--- src/rtl/mem_bank_decoder.sv ---
module mem_bank_decoder #(
  parameter int NB     = 4,
  parameter int PA_W   = 43,
  parameter int UP_LSB = 26,
  parameter int UP_FW  = 17,
  parameter int UP_W   = 12,
  parameter int LO_LSB = 6,
  parameter int LO_W   = 4,
  parameter int PORT_W = 5,
  localparam int IDX_W = $clog2(NB),
  localparam int GID_W = PORT_W + IDX_W,
  localparam int CFG_W = 1 + 2*UP_W + 2*LO_W,
  localparam int ILV_W = 5
) (
  input  logic                clk,
  input  logic                rst_n,
  input  logic                cfg_we,
  input  logic [IDX_W-1:0]    cfg_bank,
  input  logic [CFG_W-1:0]    cfg_data,
  input  logic [PORT_W-1:0]   port_id,
  input  logic                lookup_valid,
  input  logic [PA_W-1:0]     lookup_addr,
  output logic                hit,
  output logic [IDX_W-1:0]    hit_bank,
  output logic [GID_W-1:0]    hit_gid,
  output logic [NB*PA_W-1:0]  bank_base,
  output logic [NB*ILV_W-1:0] bank_ilv,
  output logic [NB*PA_W-1:0]  bank_size
);

  logic [NB-1:0]   vld;
  logic [UP_W-1:0] uk [NB];
  logic [UP_W-1:0] um [NB];
  logic [LO_W-1:0] lk [NB];
  logic [LO_W-1:0] lm [NB];
  logic [NB-1:0]   match;

  wire [UP_FW-1:0] ufld = lookup_addr[UP_LSB +: UP_FW];
  wire [LO_W-1:0]  lfld = lookup_addr[LO_LSB +: LO_W];

  always_ff @(posedge clk or negedge rst_n) begin
    if (!rst_n) begin
      vld <= '0;
      for (int i = 0; i < NB; i++) begin
        uk[i] <= '0;
        um[i] <= '0;
        lk[i] <= '0;
        lm[i] <= '0;
      end
    end else if (cfg_we) begin
      lm[cfg_bank]  <= cfg_data[0 +: LO_W];
      lk[cfg_bank]  <= cfg_data[LO_W +: LO_W];
      um[cfg_bank]  <= cfg_data[2*LO_W +: UP_W];
      uk[cfg_bank]  <= cfg_data[2*LO_W+UP_W +: UP_W];
      vld[cfg_bank] <= cfg_data[CFG_W-1];
    end
  end

  for (genvar b = 0; b < NB; b++) begin : g_bank
    logic [2:0]      sh;
    logic [PA_W-1:0] units;

    assign match[b] = vld[b]
      && (((ufld ^ UP_FW'(um[b])) & ~UP_FW'(uk[b])) == '0)
      && (((lfld ^ lm[b]) & ~lk[b]) == '0);

    always_comb begin
      case (lk[b])
        4'hE:    sh = 3'd1;
        4'hC:    sh = 3'd2;
        4'h8:    sh = 3'd3;
        4'h0:    sh = 3'd4;
        default: sh = 3'd0;
      endcase
    end

    assign units = PA_W'(uk[b][9:0]) + PA_W'(1);
    assign bank_ilv[b*ILV_W +: ILV_W]  = ILV_W'(1) << sh;
    assign bank_base[b*PA_W +: PA_W]   = PA_W'(um[b] & ~uk[b]) << UP_LSB;
    assign bank_size[b*PA_W +: PA_W]   = (units << UP_LSB) >> sh;
  end

  logic             any_m;
  logic [IDX_W-1:0] first_m;

  always_comb begin
    any_m   = 1'b0;
    first_m = '0;
    for (int i = NB-1; i >= 0; i--) begin
      if (match[i]) begin
        any_m   = 1'b1;
        first_m = IDX_W'(i);
      end
    end
  end

  always_ff @(posedge clk or negedge rst_n) begin
    if (!rst_n) begin
      hit      <= 1'b0;
      hit_bank <= '0;
      hit_gid  <= '0;
    end else begin
      hit      <= lookup_valid && any_m;
      hit_bank <= (lookup_valid && any_m) ? first_m : '0;
      hit_gid  <= (lookup_valid && any_m) ? GID_W'(port_id) * GID_W'(NB) + GID_W'(first_m) : '0;
    end
  end

endmodule


--- config.mk ---
export PLATFORM = sky130hd
export DESIGN_NAME = mem_bank_decoder
export DESIGN_NICKNAME = d
export VERILOG_FILES = /design/src/rtl/mem_bank_decoder.sv
export SDC_FILE = /design/constraint.sdc
export NUM_CORES = 1
export LEC_CHECK = 0
export BUFFER_PORTS_ARGS = -buffer_cell sky130_fd_sc_hd__buf_4
export CORE_ASPECT_RATIO = 2
export CORE_UTILIZATION = 35
export DETAILED_ROUTE_END_ITERATION = 6
export GPL_ROUTABILITY_DRIVEN = 0
export SYNTH_ARGS = -nofsm -noshare
export SYNTH_HDL_FRONTEND = slang
export SYNTH_SLANG_ARGS = --single-unit
--- constraint.sdc ---
create_clock -name clk -period 2.68 [get_ports clk]
set_input_delay 0.268 -clock clk [delete_from_list [all_inputs] [get_ports clk]]
set_output_delay 0.268 -clock clk [all_outputs]
set_load 0.005 [all_outputs]
==> metrics.txt, run 1 <==
outcome completed; maximum vdd drop 547 uV; Min-Delay Path Depth 2; Ant. Diodes 0; pwr dens 725 nW/um^2; crit path kind flop to primary output; number of port buffers 202; Final Util 0.434; GRT Total Usage 0.215; crit-path cells xnor2_4, a21boi_2, a31o_4, a211oi_4, mux2i_1, mux2i_1, buf_4; CTS tree yes; grt ovf 0; worst hold path class input port to flop; Crit Reg-Reg Endpoint hit_gid[4]; max-slew violation count 0; Synth Flop Type dfrtp_1; cell with the most instances after synthesis buf_4; setup ws final 0.0433 ns; Post-synth EDFFs 0; Final period util 0.984; clk_lat worst skew 0.43 ns; worst r2r path cells 7; Max-Cap Viols 0; Chip Height 256 microns; Avg Cell Area, Syn 9.30 sq um; DRT antenna net count 0; Seq/Total Area, Yosys 0.311; post-synth top area cell dfrtp_1; Mapped Cells 1211; Yosys top cell area share 0.311; Starting DRT DRC Count 446; worst reg2reg setup slack 0.35 ns; post-synthesis async set-or-reset flop share 1.00; first-pass GRT wire length 52.0 mm; Clock Skew 0.00588 ns; initial antenna violation count 0; Crit path top cell by count mux2i_1; Reg clk slew, reported paths 0.06 ns; # DRC 0; die area 32900 sq um; Yosys reg bits 140; Detail Placement HPWL 28.6 mm; H-tree Lvls 4; Crit path buffers/inverters 1; Layout Area Growth over Synthesis 21.4%; share of layout cells above drive strength 1 0.393; router iterations before antenna repair 5; Chip Width 129 microns; CP endpoint kind primary output; placed insts 1786; Crit-path slowest cell dfrtp_2; RSZ-0062 raised after global routing yes; Slew @ Worst Pin 0.803 ns; fin cells 1865; Pleak 0.00610 uW; largest net degree at the start of global routing 60; total vias in the final route 9319; power after layout 9920 uW; Initial Utilization 0.357; vias in the first global route 8792; Final nets 1521; Mapped Area 11300 sq um; WL/cell 19.3 microns; TritonCTS Buffers 17; Hold Crit Endpoint hit_gid[3]; finished layout cell area 13700 sq um; delay-heaviest family, CP compound AO/OA/AOI/OAI gates; f_max 0.379 GHz; num ports 461; routed wire length 36.0 mm; final hold violations 0; min cycle time layout 2.64 ns; hold_sp port_id[1]; Max-slew headroom 0.461; Commonest cells post-synth buf_4, dfrtp_1, mux2_2; final setup fails 0; slowest stage delay, CP 0.49 ns; Reg2Reg Launch Point lk[8]; Worst EP required 2.41 ns; Cell Rows 92; CP Launch Type flop; Cell Area, Placed 12300 sq um; CTS Sinks 140; synth top area cells dfrtp_1, buf_4, mux2_2, xnor2_1, nor2b_1; CTS max path bufs 2; WP data arrival 2.37 ns; Place WS 0.156 ns; clock root buffer clkbuf_16; DR vias/cell 5.00; Distinct cells, synth 69; Yosys Warn Count 0; Placeable Area 31500 sq um; CP Max Fanout 5
==> layout by cell type (no fill, tap or decap), types with 9 or more instances in the layout <==
master / netlist / final
dfrtp_1: 140 / 115
a21oi_1: 37 / 33
nand4_1: 17 / 17
conb_1: 1 / 236
dfrtp_2: 0 / 25
a211oi_2: 7 / 9
nor2b_1: 54 / 53
buf_4: 251 / 276
nand3_1: 27 / 27
mux2_2: 132 / 132
mux2i_1: 15 / 13
o21ai_0: 37 / 30
and2_1: 20 / 15
and3_1: 16 / 12
nor2_1: 65 / 65
nand2_1: 53 / 46
xnor2_1: 67 / 67
clkbuf_16: 0 / 17
o22ai_1: 40 / 40
==> how the worst max path moves through the flow <==
stage | start | end | slack [ns] | depth (start not counted)
2_1_floorplan | uk[36] | bank_size[28] | 0.54 | 8
3_3_place_gp | lk[10] | bank_size[73] | 0.20 | 7
3_5_place_dp | lk[10] | bank_size[73] | 0.16 | 7
4_1_cts | lk[9] | bank_size[70] | -0.01 | 7
5_1_grt | lk[1] | bank_size[158] | -0.04 | 8
6_report | lk[13] | bank_size[29] | 0.04 | 7
==> state kept, by name (all words and copies together), names as in the netlist <==
signal   count
vld          4
hit          1
lm          16
um          48
hit_gid      7
lk          16
uk          48
==> power breakdown <==
group | total (uW) | switching, uW | internal [uW]
clock | 2360 | 897 | 1460
sequential | 3050 | 543 | 2510
combinational | 4500 | 2280 | 2230
==> kinds of logic after synthesis <==
family                     count (synthesis)  synth area share
buffers and inverters                    327             0.196
and+or+nand+nor                          296             0.139
AOI/OAI and AO/OA                        216             0.133
muxes                                    147             0.145
DFF                                      140             0.311
xor gates and xnor gates                  80            0.0706
adders and majority gates                  4           0.00445
other                                      1          0.000333
==> layer usage <==
metal | vias up | GRT usage | wire length, microns
met5 | - | 0 | 0
met4 | 0 | 0.160 | 2490
met3 | 107 | 0.0228 | 1490
met2 | 481 | 0.420 | 20600
met1 | 4540 | 0.196 | 11500
li1 | 4191 | - | -
==> layout make-up <==
class	count	area, sq um
fillers	2997	17900
multi-input cells	981	6830
flip-flops and latches	140	3530
repair buffers	282	2150
well taps	423	529
clock buffers	22	484
clock inverters	9	111
inverters	8	37.5
==> worst register-to-register path, delay by kind of cell, from the launching register on <==
family / cells / cell delay [ns]
compound gates: 3 / 0.97
buf+inv: 2 / 0.26
flops: 1 / 0.50
simple gates: 2 / 0.56
==> through the flow <==
step                      hold slack (ns)  setup TNS (ns)
after global routing               0.0377          -0.172
final                              0.0454               0
after detailed placement            0.281               0
after CTS                          0.0358         -0.0277
after global placement              0.280               0
after floorplan                   -0.0276               0
==> repair_timing <==
action,4_1_cts,5_1_grt
gates resized for setup,49,72
pin swaps,11,23
cloned,0,2
endpoints found under the setup margin,41,38
setup buffers,20,25
hold endpoints to repair,56,0
hold buffers,1,0
(Power assumes the default switching activity.)
==> run 2, diff against run 1 <==
--- a/config.mk
+++ b/config.mk
@@ -5,11 +5,13 @@
 export SDC_FILE = /design/constraint.sdc
 export NUM_CORES = 1
 export LEC_CHECK = 0
+export ABC_AREA = 1
 export BUFFER_PORTS_ARGS = -buffer_cell sky130_fd_sc_hd__buf_4
 export CORE_ASPECT_RATIO = 2
 export CORE_UTILIZATION = 35
 export DETAILED_ROUTE_END_ITERATION = 6
 export GPL_ROUTABILITY_DRIVEN = 0
+export GPL_TIMING_DRIVEN = 0
 export SYNTH_ARGS = -nofsm -noshare
 export SYNTH_HDL_FRONTEND = slang
 export SYNTH_SLANG_ARGS = --single-unit
==> metrics.txt, run 2 <==
Pint 5910 uW; Initial Utilization 0.355; CTS max path bufs 2; Ant. Diodes 0; Worst EP required 2.41 ns; Compound-Gate Fraction of Synth Area 0.0995; switch share 0.364; die area 32000 sq um; commonest non-fill, non-tap cell in the layout nand2_1; grt ovf 0; num ports 461; Mapped Area 10900 sq um; post-synth top area cell dfrtp_1; Commonest cells post-synth nand2_1, buf_4, inv_1; Yosys top cell area share 0.320; power after layout 9300 uW; Placeable Area 30900 sq um; Starting DRT DRC Count 697; synth top area cells dfrtp_1, buf_4, nand2_1, nand3_1, o21ai_0; Distinct cells, synth 41; Final period util 0.954; CTS Sinks 140; GRT Total Usage 0.259; WL/cell 16.5 microns; router iterations before antenna repair 5; Yosys reg bits 140; Clk pwr share 0.315; initial antenna violation count 0; Slew @ Worst Pin 0.754 ns; Avg Cell Area, Syn 6.63 sq um; largest net degree at the start of global routing 95; H-tree Lvls 4; maximum vdd drop 428 uV; cell with the most instances after synthesis nand2_1; outcome completed; post-synthesis async set-or-reset flop share 1.00; share of layout cells above drive strength 1 0.251; # DRC 0; Max-slew headroom 0.497; Chip Width 127 microns; DRT antenna net count 0; Yosys Warn Count 0; post-route setup TNS 0 ns; Combinational Power Share 0.382; min cycle time layout 2.56 ns; Psw 3390 uW; f_max 0.391 GHz; Seq/Total Area, Yosys 0.320; CTS tree yes; main combinational cell family by area after synthesis simple AND/OR/NAND/NOR gates; DR vias/cell 4.52; Final nets 2202; routed wire length 41.9 mm; Post-synth EDFFs 0; mux contribution to synthesized area 0; clk_lat worst skew 0.44 ns; Reg clk slew, reported paths 0.06 ns; Max-Cap Viols 0; Clock Skew 0.00546 ns; Detail Placement HPWL 34.6 mm; most frequent cells in the layout nand2_1, buf_4, conb_1; Layout Area Growth over Synthesis 34.7%; first-pass GRT wire length 60.8 mm; XOR/XNOR Fraction of Synth Area 0.0136; final setup fails 0; crit path kind flop to primary output; final hold violations 0; pwr dens 630 nW/um^2; Mapped Cells 1652; TritonCTS Buffers 17; area share of fa/ha/maj cells after synthesis 0.00457; Cell Rows 91; clock root buffer clkbuf_16; WP data arrival 2.29 ns; Chip Height 252 microns; CP endpoint kind primary output; vias in the first global route 10700; CP Max Fanout 5; Synth Flop Type dfrtp_1; worst hold path class input port to flop; CP Launch Type flop; max-slew violation count 0; Largest regs uk: 48 flops, um: 48 flops; number of port buffers 201; Synth Area in Simple Gates 0.314; Pleak 0.00837 uW; total vias in the final route 11500; sequential power share 0.303
## run 2: cell types whose count changed after synthesis, moves of 54 or more
| cell | previous run | this run |
|---|---|---|
| inv_1 | 5 | 179 |
| mux2_2 | 132 | 0 |
| nand2_1 | 53 | 458 |
| nand3_1 | 27 | 154 |
| nor2_1 | 65 | 128 |
| nor2b_1 | 54 | 0 |
| o21ai_0 | 37 | 152 |
| xnor2_1 | 67 | 0 |
## run 2: cell families (layout without fill, tap and decap cells)
kind of cell               Yosys count  in the layout
and+or+nand+nor                    803            803
buffers and inverters              477            714
AOI/OAI and AO/OA                  210            210
DFF                                140            140
xor gates and xnor gates            17             17
adders and majority gates            4              4
other                                1            236
## run 2: power by group through the flow
stage	logic, uW	registers (uW)	clock network, uW
3_5_place_dp	3500	2820	0
3_3_place_gp	3460	2810	0
4_1_cts	3510	2790	2950
6_report	3550	2810	2930
5_1_grt	3940	2850	3030
2_1_floorplan	2040	2710	0
## run 2: repair_timing
item                                   in CTS  in global routing
setup endpoints to repair                   5                 29
resized for setup                           5                 21
hold buffers                                1                  0
setup buffers                               0                  2
endpoints found under the hold margin      46                  0
pin swaps                                   0                  1
## run 2: cell type report
| class | count | area, sq um |
|---|---|---|
| multi-input cells | 1270 | 5710 |
| repair buffers | 205 | 1570 |
| clock buffers | 18 | 429 |
| fillers | 3272 | 16100 |
| clock inverters | 14 | 290 |
| plain buffers | 286 | 2000 |
| flip-flops and latches | 140 | 3510 |
| well taps | 418 | 523 |
| inverters | 191 | 718 |
## run 2: path summary, 6_finish.rpt
path                       startpoint              to  slack, ns  cells after the start
setup / recovery               uk[16]  bank_size[117]       0.12                      9
hold / removal             port_id[3]      hit_gid[5]       0.04                      3
setup reg to reg                uk[4]      hit_gid[4]       0.63                     10
hold reg to reg                 lk[8]           lk[8]       0.49                      2
max in group asynchronous       rst_n          uk[12]       1.44                      3
min in group asynchronous       rst_n      hit_gid[3]       0.34                      2
## run 2: routing by layer
metal | share of wire | GRT usage
met1 | 0.34 | 0.249
met2 | 0.51 | 0.481
met3 | 0.067 | 0.0442
met4 | 0.082 | 0.204
met5 | 0 | 0
## run 2: worst max-delay path: stages (launching register included)
cell and delay [ns]:
dfrtp_1 0.50, nand2_1 0.14, nor2_1 0.20, nand3_1 0.17, o21ai_1 0.19, nand3_1 0.12
nand2_1 0.09, nand2_1 0.11, o21ai_2 0.19, buf_4 0.14
## run 2: metrics by stage
stage	setup WS, ns	std cells	instance area, sq um	util	hold WS [ns]
global route	-0.0236	2542	14700	0.478	0.0282
detailed placement	0.389	2507	13900	0.450	0.239
CTS	0.0317	2540	14600	0.474	0.0206
global placement	0.434	2506	13900	0.449	0.471
finish	0.122	2542	14700	0.478	0.0411
floorplan	0.889	1887	11800	-	-0.0276
==> run 3, diff against run 2 <==
--- a/config.mk
+++ b/config.mk
@@ -6,10 +6,10 @@
 export NUM_CORES = 1
 export LEC_CHECK = 0
 export ABC_AREA = 1
-export BUFFER_PORTS_ARGS = -buffer_cell sky130_fd_sc_hd__buf_4
-export CORE_ASPECT_RATIO = 2
-export CORE_UTILIZATION = 35
+export CORE_AREA = 3 3 178 180
 export DETAILED_ROUTE_END_ITERATION = 6
+export DIE_AREA = 0 0 181 183
+export DONT_BUFFER_PORTS = 1
 export GPL_ROUTABILITY_DRIVEN = 0
 export GPL_TIMING_DRIVEN = 0
 export SYNTH_ARGS = -nofsm -noshare
==> metrics.txt, run 3 (synthesis results as in run 2) <==
Reg clk slew, reported paths 0.06 ns; CP Max Fanout 9; Clock Skew 0.00814 ns; Worst EP required 2.41 ns; worst r2r path cells 10; maximum vdd drop 490 uV; Pleak 0.00727 uW; routed wire length 38.5 mm; placed insts 2283; Initial Utilization 0.361; clock root buffer clkbuf_16; first-pass GRT wire length 56.4 mm; router iterations before antenna repair 7; Slew @ Worst Pin 0.694 ns; final setup fails 0; Layout Area Growth over Synthesis 18.3%; Reg2Reg Launch Point uk[6]; min cycle time layout 2.60 ns; num ports 461; Final nets 2003; die area 33100 sq um; worst reg2reg setup slack 0.80 ns; share of layout cells above drive strength 1 0.163; vias in the first global route 9700; max-slew violation count 0; Filler cells 3171; Max-slew headroom 0.537; DRT antenna net count 0; fin cells 2322; TritonCTS Buffers 17; WL/cell 16.6 microns; H-tree Lvls 4; Crit Reg-Reg Endpoint hit_gid[3]; commonest non-fill, non-tap cell in the layout nand2_1; f_max 0.385 GHz; number of port buffers 0; Detail Placement HPWL 31.2 mm; RSZ-0062 raised after global routing no; Largest regs uk: 48 flops, um: 48 flops; # DRC 0; WP data arrival 2.33 ns; Final period util 0.970; Starting DRT DRC Count 671; Cell Rows 64; worst hold path class input port to asynchronous set/reset pin; DR vias/cell 4.58; Placeable Area 30300 sq um; Max-Cap Viols 0; clk_lat worst skew 0.43 ns; Post CTS Setup Buffer Count 0; total vias in the final route 10600; grt ovf 0; CTS Sinks 140; initial antenna violation count 1; post-route setup TNS 0 ns; pwr dens 598 nW/um^2; final hold violations 140; largest net degree at the start of global routing 141; outcome finished, violations left; cts hold-fix bufs 6; Chip Width 181 microns; CTS max path bufs 2; CTS tree yes; failing checks negative hold slack; Hold Slack -0.475 ns; most frequent cells in the layout nand2_1, buf_4, conb_1; CP endpoint kind primary output; crit path kind flop to primary output; Chip Height 183 microns; CP Launch Type flop; GRT Total Usage 0.221
[run 3: changes by cell type in the layout (fill, tap and decap cells not counted), sizes merged]
cell	delta
clkinv	+2
clkbuf	+1
buf	-203
dlygate4sd3	+5
clkinvlp	+2
bufinv	-7
diode	+1
inv	+1
[run 3: stage by stage]
step / cell area, sq um / hold slack [ns] / total power [uW] / util / setup slack [ns]
after CTS: 12900 / -0.493 / 7730 / 0.426 / 0.135
after detailed placement: 12300 / -0.0245 / 5470 / 0.406 / 0.611
after floorplan: 11800 / -0.0276 / 4740 / - / 0.889
final: 12900 / -0.475 / 7740 / 0.427 / 0.0813
after global routing: 12900 / -0.495 / 8240 / 0.427 / 0.00165
after global placement: 12300 / -0.0238 / 5430 / 0.406 / 0.619
[run 3: how the worst max path moves through the flow]
stage / startpoint / depth (start not counted) / to / slack, ns
3_3_place_gp: lk[4] / 7 / bank_size[122] / 0.62
2_1_floorplan: uk[24] / 10 / bank_size[76] / 0.89
4_1_cts: lk[4] / 7 / bank_size[122] / 0.13
5_1_grt: lk[9] / 6 / bank_ilv[5] / 0.002
6_report: lk[9] / 6 / bank_ilv[5] / 0.08
3_5_place_dp: lk[4] / 7 / bank_size[122] / 0.61
[run 3: layout make-up]
class / instances / area, sq um / area share
sequential: 140 / 3500 / 0.271
clock buffer: 20 / 437 / 0.0337
buffer: 286 / 2000 / 0.154
multi-input combinational: 1270 / 5620 / 0.434
timing repair buffer: 6 / 60.1 / 0.00464
clock inverter: 12 / 118 / 0.00908
antenna: 1 / 2.50 / 0.000193
tap: 396 / 495 / 0.0383
inverter: 191 / 718 / 0.0555
[run 3: where the power goes]
group | switching [uW] | total, uW | leakage [uW] | internal [uW]
registers | 354 | 2790 | 0.00176 | 2430
clock network | 984 | 2270 | 0.000257 | 1280
logic | 1740 | 2690 | 0.00525 | 946
[run 3: per-layer routing]
| layer | GRT usage | vias to the layer above | wire (microns) |
|---|---|---|---|
| li1 | - | 5233 | - |
| met1 | 0.259 | 4874 | 14800 |
| met2 | 0.378 | 443 | 18500 |
| met3 | 0.0619 | 79 | 3410 |
| met4 | 0.101 | 0 | 1780 |
| met5 | 0 | - | 0 |
[run 3: worst max-delay path: stages, from the launching register on]
cell,delay (ns)
dfrtp_1,0.39
inv_1,0.12
nand2_1,0.10
nor3_2,0.53
clkinv_1,0.44
nand3_1,0.21
inv_1,0.10
[run 3: repair_timing]
action / CTS / global route
endpoints found under the hold margin: 146 / 140
endpoints found under the setup margin: 0 / 4
gates resized for setup: 0 / 1
